[config.mk]
export PLATFORM = sky130hd
export DESIGN_NAME = codir_rx_top
export DESIGN_NICKNAME = d
export VERILOG_FILES = /design/src/rtl/codir_rx_pkg.sv /design/src/rtl/codir_rx_ctrl.sv /design/src/rtl/codir_rx_dpath.sv /design/src/rtl/codir_rx_top.sv
export SDC_FILE = /design/constraint.sdc
export NUM_CORES = 1
export LEC_CHECK = 0
export BUFFER_PORTS_ARGS = -buffer_cell sky130_fd_sc_hd__clkbuf_2
export CAP_MARGIN = 5
export CORE_MARGIN = 1
export CORE_UTILIZATION = 38
export CTS_BUF_LIST = sky130_fd_sc_hd__clkbuf_4 sky130_fd_sc_hd__clkbuf_8 sky130_fd_sc_hd__clkbuf_16
export CTS_CLUSTER_DIAMETER = 80
export DETAILED_ROUTE_END_ITERATION = 6
export PLACE_DENSITY = 0.55
export SLEW_MARGIN = 40
export SYNTH_ARGS = -nofsm -noshare
export SYNTH_HDL_FRONTEND = slang
export SYNTH_HIERARCHICAL = 1
export SYNTH_SLANG_ARGS = --single-unit
export TNS_END_PERCENT = 50
[constraint.sdc]
create_clock -name clk -period 1.9 [get_ports clk]
set_input_delay 0 -clock clk [delete_from_list [all_inputs] [get_ports clk]]
set_output_delay 0 -clock clk [all_outputs]
set_load 0.05 [all_outputs]
[src/rtl/codir_rx_pkg.sv]
package codir_rx_pkg;
  parameter int unsigned OCTET_W = 8;
  localparam int unsigned IDX_W = $clog2(OCTET_W);

  // strobes from the line-side control to the octet datapath
  typedef struct packed {
    logic             wrEn;      // a decoded bit is ready
    logic             wrBit;     // its value
    logic [IDX_W-1:0] wrIdx;     // its position within the octet
    logic             commit;    // this bit closes the octet
    logic             blankHold; // blank slot output (lock lost, supervision on)
  } rxStrobe_t;
endpackage

[src/rtl/codir_rx_ctrl.sv]
module codir_rx_ctrl
  import codir_rx_pkg::*;
#(
  parameter int unsigned MISS_LIMIT = 8
) (
  input  logic       clk,
  input  logic       rstN,
  input  logic       railPosN,
  input  logic       railNegN,
  input  logic       sampleStb,
  input  logic       sampleHalf,
  input  logic       flywheelKeep,
  output rxStrobe_t  stb,
  output logic       octetAlarm
);
  localparam int unsigned MISS_W = $clog2(MISS_LIMIT + 1);
  localparam logic [IDX_W-1:0] LAST_POS = IDX_W'(OCTET_W - 1);
  localparam logic [MISS_W-1:0] MISS_MAX = MISS_W'(MISS_LIMIT);

  logic             prevPol;
  logic             havePrev;
  logic             curViol;
  logic             lockLost;
  logic             alarmQ;
  logic [IDX_W-1:0] bitCnt;
  logic [MISS_W-1:0] missCnt;

  logic singleMark, markPol, anyMark, headStb, dataStb, atLast, octetEnd;

  always_comb begin
    singleMark = railPosN ^ railNegN;
    markPol    = ~railPosN;
    anyMark    = ~(railPosN & railNegN);
    headStb    = sampleStb & ~sampleHalf;
    dataStb    = sampleStb & sampleHalf;
    atLast     = (bitCnt == LAST_POS);
    octetEnd   = curViol | atLast;
  end

  // block polarity and violation detection on the first-interval sample
  always_ff @(posedge clk) begin
    if (!rstN) begin
      prevPol  <= 1'b0;
      havePrev <= 1'b0;
      curViol  <= 1'b0;
    end else if (headStb) begin
      if (singleMark) begin
        curViol  <= havePrev && (markPol == prevPol);
        prevPol  <= markPol;
        havePrev <= 1'b1;
      end else begin
        curViol  <= 1'b0;
      end
    end
  end

  // octet position counter with flywheel and realignment
  always_ff @(posedge clk) begin
    if (!rstN) begin
      bitCnt <= '0;
    end else if (dataStb) begin
      bitCnt <= octetEnd ? '0 : bitCnt + 1'b1;
    end
  end

  // supervision of the expected violation
  always_ff @(posedge clk) begin
    if (!rstN) begin
      missCnt  <= '0;
      lockLost <= 1'b0;
      alarmQ   <= 1'b0;
    end else if (dataStb && atLast) begin
      if (curViol) begin
        missCnt  <= '0;
        lockLost <= 1'b0;
        alarmQ   <= 1'b0;
      end else begin
        lockLost <= 1'b1;
        if (missCnt != MISS_MAX) missCnt <= missCnt + 1'b1;
        if (int'(missCnt) >= int'(MISS_LIMIT) - 1) alarmQ <= 1'b1;
      end
    end
  end

  always_comb begin
    stb.wrEn      = dataStb;
    stb.wrBit     = ~anyMark;
    stb.wrIdx     = bitCnt;
    stb.commit    = dataStb & octetEnd;
    stb.blankHold = lockLost & ~flywheelKeep;
    octetAlarm    = alarmQ;
  end

  // the alarm never stands while lock is held
  a_r9_alarm_needs_loss: assert property (@(posedge clk) disable iff (!rstN)
    alarmQ |-> lockLost);

  // the alarm only rises on a data-sample strobe
  a_r9_alarm_at_strobe: assert property (@(posedge clk) disable iff (!rstN)
    $rose(alarmQ) |-> $past(sampleStb && sampleHalf));

  // the position counter only moves on data samples
  a_r6_count_on_strobe: assert property (@(posedge clk) disable iff (!rstN)
    !(sampleStb && sampleHalf) |=> $stable(bitCnt));
endmodule

[src/rtl/codir_rx_dpath.sv]
module codir_rx_dpath
  import codir_rx_pkg::*;
(
  input  logic      clk,
  input  logic      rstN,
  input  logic      slotA,
  input  logic      slotB,
  input  logic      slotPick,
  input  logic      forceOnes,
  input  rxStrobe_t stb,
  output logic      pcmOut
);
  logic [OCTET_W-1:0] octReg [2];
  logic               wrSel;
  logic               rdSel;
  logic               slotPrev;
  logic [IDX_W-1:0]   rdIdx;
  logic               slotActive, slotStart, readBit;

  always_comb begin
    slotActive = slotPick ? slotA : slotB;
    slotStart  = slotActive & ~slotPrev;
    readBit    = slotStart ? octReg[~wrSel][0] : octReg[rdSel][rdIdx];
  end

  // two octet registers filled in turn, one bit per data strobe
  for (genvar g = 0; g < 2; g++) begin : g_oct
    always_ff @(posedge clk) begin
      if (!rstN) begin
        octReg[g] <= '1;
      end else if (stb.wrEn && (wrSel == 1'(g))) begin
        octReg[g][stb.wrIdx] <= stb.wrBit;
      end
    end
  end

  always_ff @(posedge clk) begin
    if (!rstN) begin
      wrSel <= 1'b0;
    end else if (stb.commit) begin
      wrSel <= ~wrSel;
    end
  end

  // the newest completed octet is latched at slot start
  always_ff @(posedge clk) begin
    if (!rstN) begin
      slotPrev <= 1'b0;
      rdSel    <= 1'b0;
      rdIdx    <= '0;
    end else begin
      slotPrev <= slotActive;
      if (slotStart) begin
        rdSel <= ~wrSel;
        rdIdx <= IDX_W'(1);
      end else if (slotActive) begin
        rdIdx <= rdIdx + 1'b1;
      end
    end
  end

  // output register
  always_ff @(posedge clk) begin
    if (!rstN) begin
      pcmOut <= 1'b1;
    end else begin
      pcmOut <= forceOnes | stb.blankHold | ~slotActive | readBit;
    end
  end

  a_r10_force_ones: assert property (@(posedge clk) disable iff (!rstN)
    forceOnes |=> pcmOut);

  a_r4_idle_high: assert property (@(posedge clk) disable iff (!rstN)
    !slotActive |=> pcmOut);

  a_r8_blank_hold: assert property (@(posedge clk) disable iff (!rstN)
    (stb.blankHold && slotActive) |=> pcmOut);

  // during a burst the filling register is never the one being read
  a_r3_no_read_overwrite: assert property (@(posedge clk) disable iff (!rstN)
    (stb.wrEn && slotActive && slotPrev) |-> (wrSel != rdSel));
endmodule

[src/rtl/codir_rx_top.sv]
module codir_rx_top
  import codir_rx_pkg::*;
#(
  parameter int unsigned MISS_LIMIT = 8
) (
  input  logic clk,
  input  logic rstN,
  input  logic railPosN,
  input  logic railNegN,
  input  logic sampleStb,
  input  logic sampleHalf,
  input  logic slotA,
  input  logic slotB,
  input  logic slotPick,
  input  logic flywheelKeep,
  input  logic forceOnes,
  output logic pcmOut,
  output logic octetAlarm
);
  rxStrobe_t stb;

  codir_rx_ctrl #(.MISS_LIMIT(MISS_LIMIT)) u_ctrl (
    .clk          (clk),
    .rstN         (rstN),
    .railPosN     (railPosN),
    .railNegN     (railNegN),
    .sampleStb    (sampleStb),
    .sampleHalf   (sampleHalf),
    .flywheelKeep (flywheelKeep),
    .stb          (stb),
    .octetAlarm   (octetAlarm)
  );

  codir_rx_dpath u_dpath (
    .clk       (clk),
    .rstN      (rstN),
    .slotA     (slotA),
    .slotB     (slotB),
    .slotPick  (slotPick),
    .forceOnes (forceOnes),
    .stb       (stb),
    .pcmOut    (pcmOut)
  );

  // output idles high and alarm low right after reset
  a_r11_reset_state: assert property (@(posedge clk)
    $past(!rstN) |-> (pcmOut && !octetAlarm));
endmodule

## Word-level counts from Yosys, hierarchy flattened

Memories as Yosys holds them, arrays and structs flattened. A register that Yosys moved wholly into a read port is not among the register bits.
Cells that the tools add are included.
Widths: inputs -> output; s select.

- Bits in latches: 0
- Input bits: 11
- Memory bits (writable): 16
- Word-level logic and storage cells: 110
- ROM bits: 0
- Output and inout port bits: 2
- Memories kept: 1
- Bits in registers: 19

Memories:

| name | words | width | rd ports | clocked after memory_dff | wr ports | line | RTL |
|---|---|---|---|---|---|---|---|
| u_dpath.octReg | 2 | 8 | 2 | 1 | 2 | codir_rx_dpath.sv:13 | `logic [OCTET_W-1:0] octReg [2];` |

- Equality and inequality tests: 3
- Multiplexer cells: 40
- Bitwise operators: 34
- Add/subtract/negate cells: 3
- Multiply operators: 0
- Reduce and logical (&&, ||, !) cells: 12
- $lt $le $gt $ge: 4
- Shifts and indexed selects: 0
- Divide/modulo/power cells: 0

Operator list:

| cell | number |
|---|---|
| $mux 1 | 33 |
| $or 1x1->1 | 20 |
| $mux 8 | 2 |
| $lt 3x4->1 const B | 2 |
| $mux 4 | 2 |
| $not 1->1 | 7 |
| $add 3x1->3 const B | 2 |
| $and 1x1->1 | 6 |
| $reduce_and 2->1 | 3 |
| $reduce_bool 2->1 | 3 |
| $logic_and 1x1->1 | 5 |
| $add 4x1->4 const B | 1 |
| $ge 4x3->1 const B | 1 |
| $ne 4x4->1 const B | 1 |
| $bmux 1 s3 | 1 |
| $demux 1 s3 | 1 |
| $eq 3x3->1 const B | 1 |
| $ge 3x1->1 const B | 1 |
| $mux 3 | 1 |
| $reduce_or 2->1 | 1 |
| $eq 1x1->1 | 1 |
| $xor 1x1->1 | 1 |

## Longest topological paths before layout

- Depth after elaboration: 6
- Gate-level depth with buffers: 6
- Mapped depth without buffers: 6

## Hierarchy

Netlist, hierarchy kept.

Modules (own cells, without submodules):

| module | sequential area each (sq um) | area each (sq um) | cells an instance | instances |
|---|---|---|---|---|
| codir_rx_dpath | 640.6 | 1237.4 | 117 | 1 |
| codir_rx_ctrl | 240.2 | 611.8 | 71 | 1 |

## Least setup slack after synthesis

Ideal clock, no wire load.

- Kind: register -> register
- Start: register u_ctrl.bitCnt[0]
- End: register u_ctrl.missCnt[2]
- Required time: 1826 ps
- Clock period less this slack: 1574 ps
- Stages on the path, launching flop included: 6
- Library setup time: 74 ps
- Setup slack: 326 ps
- Arrival: 1500 ps
- Path buffers: 0
- Cells stage by stage: dfxtp_1 -> ha_1 -> ha_1 -> nand3_1 -> or4_1 -> a31oi_1

- Cells in the longest elaborated chain, start to end: 3

RTL lines:

| item | line | RTL |
|---|---|---|
| from (decl) | codir_rx_ctrl.sv:25 | `logic [IDX_W-1:0] bitCnt;` |
| from (signal assigned) | codir_rx_ctrl.sv:62 | `bitCnt <= octetEnd ? '0 : bitCnt + 1'b1;` |
| $eq 3x3->1 | codir_rx_ctrl.sv:36 | `atLast = (bitCnt == LAST_POS);` |
| $logic_and 1x1->1 | codir_rx_ctrl.sv:72 | `end else if (dataStb && atLast) begin` |
| $reduce_and 2->1 (no source line) | -- |  |
| to (signal assigned) | codir_rx_ctrl.sv:79 | `if (missCnt != MISS_MAX) missCnt <= missCnt + 1'b1;` |
| to (decl) | codir_rx_ctrl.sv:26 | `logic [MISS_W-1:0] missCnt;` |

No other way between the ends.
A chain may end at the register's enable or synchronous reset.

## Final worst setup path

- Start: register u_ctrl.bitCnt[2]
- End: register u_ctrl.missCnt[2]

Same word-level chain as after synthesis.

==> results_dict.tcl <==
set metrics [dict create \
    num_antenna_cells 0 \
    ctsRootBufferMaster "clkbuf_8" \
    drc_errors 0 \
    dpl_worst_slack_ns 0.2408 \
    period_share_pct 89.83 \
    rows 25 \
    wirelength_met1_um 1768 \
    dp_hpwl_um 2713 \
    wl_um 3730 \
    coreArea_mm2 0.004692 \
    setup_slack_ns 0.1933 \
    critPathSlowestCell "or4_1" \
    die_w_um 71.76 \
    post_drt_wl_per_cell_um 14.35 \
    fin_util_pct 44.45 \
    cp_slowest_stage_delay_ns 0.57 \
    whs_path_depth 3 \
    worst_ep_arrival_time_ns 1.92 \
    ioPinCount 13 \
    die-area_mm2 0.005150 \
    hold_end "u_ctrl/curViol" \
    ant_nets 0 \
    reg2reg_slack_ns 0.19 \
    synth_edf_count 16 \
    die_y_um 71.76 \
    layout-drive-gt1-share_pct 16.02 \
    seq_area_frac_synth_pct 47.63 \
    clkLatencyLatePin_ns 0.28 \
    finalSetupTns_ns 0 \
    yosysWarnings 6 \
    vdd_drop_max_mv 0.3407 \
    required_ns 2.11 \
    ys_async_sr_fraction_pct 0 \
    start_util_pct 39.41 \
    hold_class "in -> reg" \
    multi_input_area_um2 899.6 \
    grt_use_total_pct 16.12 \
    ys_seq_elements 36 \
    grt_pass1_vias 1354 \
    via_per_inst 5.396 \
    crit_family "simple AND/OR/NAND/NOR gates" \
    synth_area_mm2 0.001849 \
    crit_type "reg -> reg" \
    rsz0062_at_grt "false" \
    netlist_instances 188 \
    start_kind "register" \
    synth_fp_nets 205 \
    finClkSkew_ns 0.005228 \
    overflow 0 \
    finalSetupViolCount 0 \
    powerDensity_mw_per_mm2 748.1 \
    clkSlewWorstSetupHoldPaths_ns 0.07 \
    grt_pass1_wl_um 6285 \
    met3_length_um 158 \
    ys.flop_type "dfxtp_1" \
    grt_antenna_before_repair 0 \
    cts_buffer_depth 2 \
    min-delay-start "sampleHalf" \
    gp_congestion 0.8103 \
    rr_startpoint "u_ctrl/bitCnt[2]" \
    layout.nets 222 \
    maxSlewHeadroom_pct 59.39 \
    seqCellArea_um2 880.8 \
    met2_length_um 1786 \
    grt_max_degree 27 \
    cts_buffers 5 \
    finalCriticalPeriod_ns 1.707 \
    setup.worst_path.end_class "register" \
    routed.top_layer "met4" \
    outcome "finished, final reports clean" \
    crit_buf_inv 0 \
    cts_setup_buffers 0 \
    p_leak_nw 0.7391 \
    r2r-end "u_ctrl/missCnt[2]" \
    worst_pin_slew_ns 0.6009 \
    reg2reg_depth 4 \
    nFillCells 460 \
    fmax_mhz 585.9 \
    yosysUniqueCellTypes 40 \
    critPathMaxFanout 8 \
    syn2layout_area_growth_pct 12.79 \
    drv_cap 0 \
    finalHoldViolations 0 \
    vias 1403 \
    htree_levels 2 \
    drtIter0Drc 56 \
    syn_avg_cell_area_um2 9.837 \
    cts_tree "done" \
    slew_violations 0 \
    dr.pass1.iters 4 \
    path_cells "ha_1 -> nand3_1 -> or4_1 -> a31oi_1" \
    clkSinkCount 36 \
    io_buffers 12 \
]
[cell type report]
type / instances / share of cell area, %
Timing Repair Buffer: 19 / 5.639
Sequential cell: 36 / 42.23
Multi-Input combinational cell: 137 / 43.13
Clock buffer: 8 / 4.679
Inverter: 6 / 1.080
Tap cell: 54 / 3.239
[report_power, final]
group          total (W)  switching (W)  internal (W)
Combinational   0.000135      0.0000738     0.0000607
Clock           0.000580       0.000256      0.000324
Sequential      0.000846      0.0000209      0.000825
Total            0.00156       0.000351       0.00121
[Yosys cell counts (all sizes together) (3+ instances only)]
library cell / number / share of area, %
nand3: 10 / 2.7
nor2b: 4 / 1.4
a31oi: 3 / 1.0
and2: 3 / 1.0
nor2: 19 / 3.9
clkbuf: 6 / 1.2
o21ai: 22 / 6.0
ha: 6 / 4.1
inv: 6 / 1.2
or4: 3 / 1.2
buf: 3 / 1.3
dfxtp: 20 / 22
nand3b: 4 / 1.6
mux2i: 6 / 3.2
or2: 3 / 1.0
o211a: 3 / 1.6
a21oi: 4 / 1.1
edfxtp: 16 / 26
nand2: 20 / 4.1
mux4: 3 / 4.1
nand2b: 4 / 1.4
[worst reg2reg max path: cells and delay by family, from the launching register on]
family / cells / cell delay, ns
AOI/OAI and AO/OA: 1 / 0.17
and+or+nand+nor: 2 / 0.77
adders and majority gates: 1 / 0.25
DFF: 1 / 0.45
[metal layers]
layer / GRT usage [%] / vias up
li1: - / 709
met1: 20.34 / 654
met2: 26.21 / 36
met3: 5.767 / 4
met4: 4.357 / 0
met5: 0 / -
[flip-flops by register name (all words and copies together) (netlist names), 3 cells and up, named ones only]
signal          cells
u_ctrl/bitCnt       3
u_ctrl/missCnt      4
u_dpath/octReg     16
u_dpath/rdIdx       3
[cell families (layout without fill, tap and decap cells)]
logic type | Yosys count | after routing | share of synthesized area [%]
and+or+nand+nor | 78 | 78 | 22.33
AOI/OAI and AO/OA | 41 | 41 | 13.40
DFF | 36 | 36 | 47.63
buffers and inverters | 15 | 33 | 3.721
muxes | 10 | 10 | 7.916
adders and majority gates | 6 | 6 | 4.059
xor gates and xnor gates | 2 | 2 | 0.9474
[how the worst max path moves through the flow]
stage	depth (start not counted)	endpoint	from
2_1_floorplan	5	u_ctrl/missCnt[2]	u_ctrl/bitCnt[0]
3_3_place_gp	5	u_ctrl/missCnt[2]	u_ctrl/bitCnt[0]
3_5_place_dp	4	u_ctrl/missCnt[2]	u_ctrl/bitCnt[2]
4_1_cts	6	u_dpath/octReg[1][3]	railPosN
5_1_grt	5	u_ctrl/missCnt[2]	u_ctrl/bitCnt[1]
6_report	4	u_ctrl/missCnt[2]	u_ctrl/bitCnt[2]
[metrics by stage]
step	instances	cell area (um^2)	power [W]	hold slack [ns]
after floorplan	188	1849	0.0009538	0.09563
final	260	2086	0.001560	0.07632
after global placement	250	1968	0.0009869	0.2370
after detailed placement	250	1968	0.0009931	0.2539
after CTS	260	2086	0.001581	0.05570
after global routing	260	2086	0.001643	0.1243
[cell usage in the layout (no fill, tap or decap), drive strengths merged, types with 4 or more instances in the layout]
cell / Yosys / layout
nand3b: 4 / 4
nand3: 10 / 10
ha: 6 / 6
buf: 3 / 5
o21ai: 22 / 22
a21oi: 4 / 4
clkbuf: 6 / 20
nand2b: 4 / 4
inv: 6 / 6
nor2: 19 / 19
dfxtp: 20 / 20
nor2b: 4 / 4
edfxtp: 16 / 16
mux2i: 6 / 6
nand2: 20 / 20
[timing repair]
action                                  CTS  global route
gates resized for setup                   0             0
endpoints found under the hold margin     2             0
endpoints found under the setup margin    0             0
hold buffers                              2             0
No activity file was read; power rests on OpenSTA's default activity.
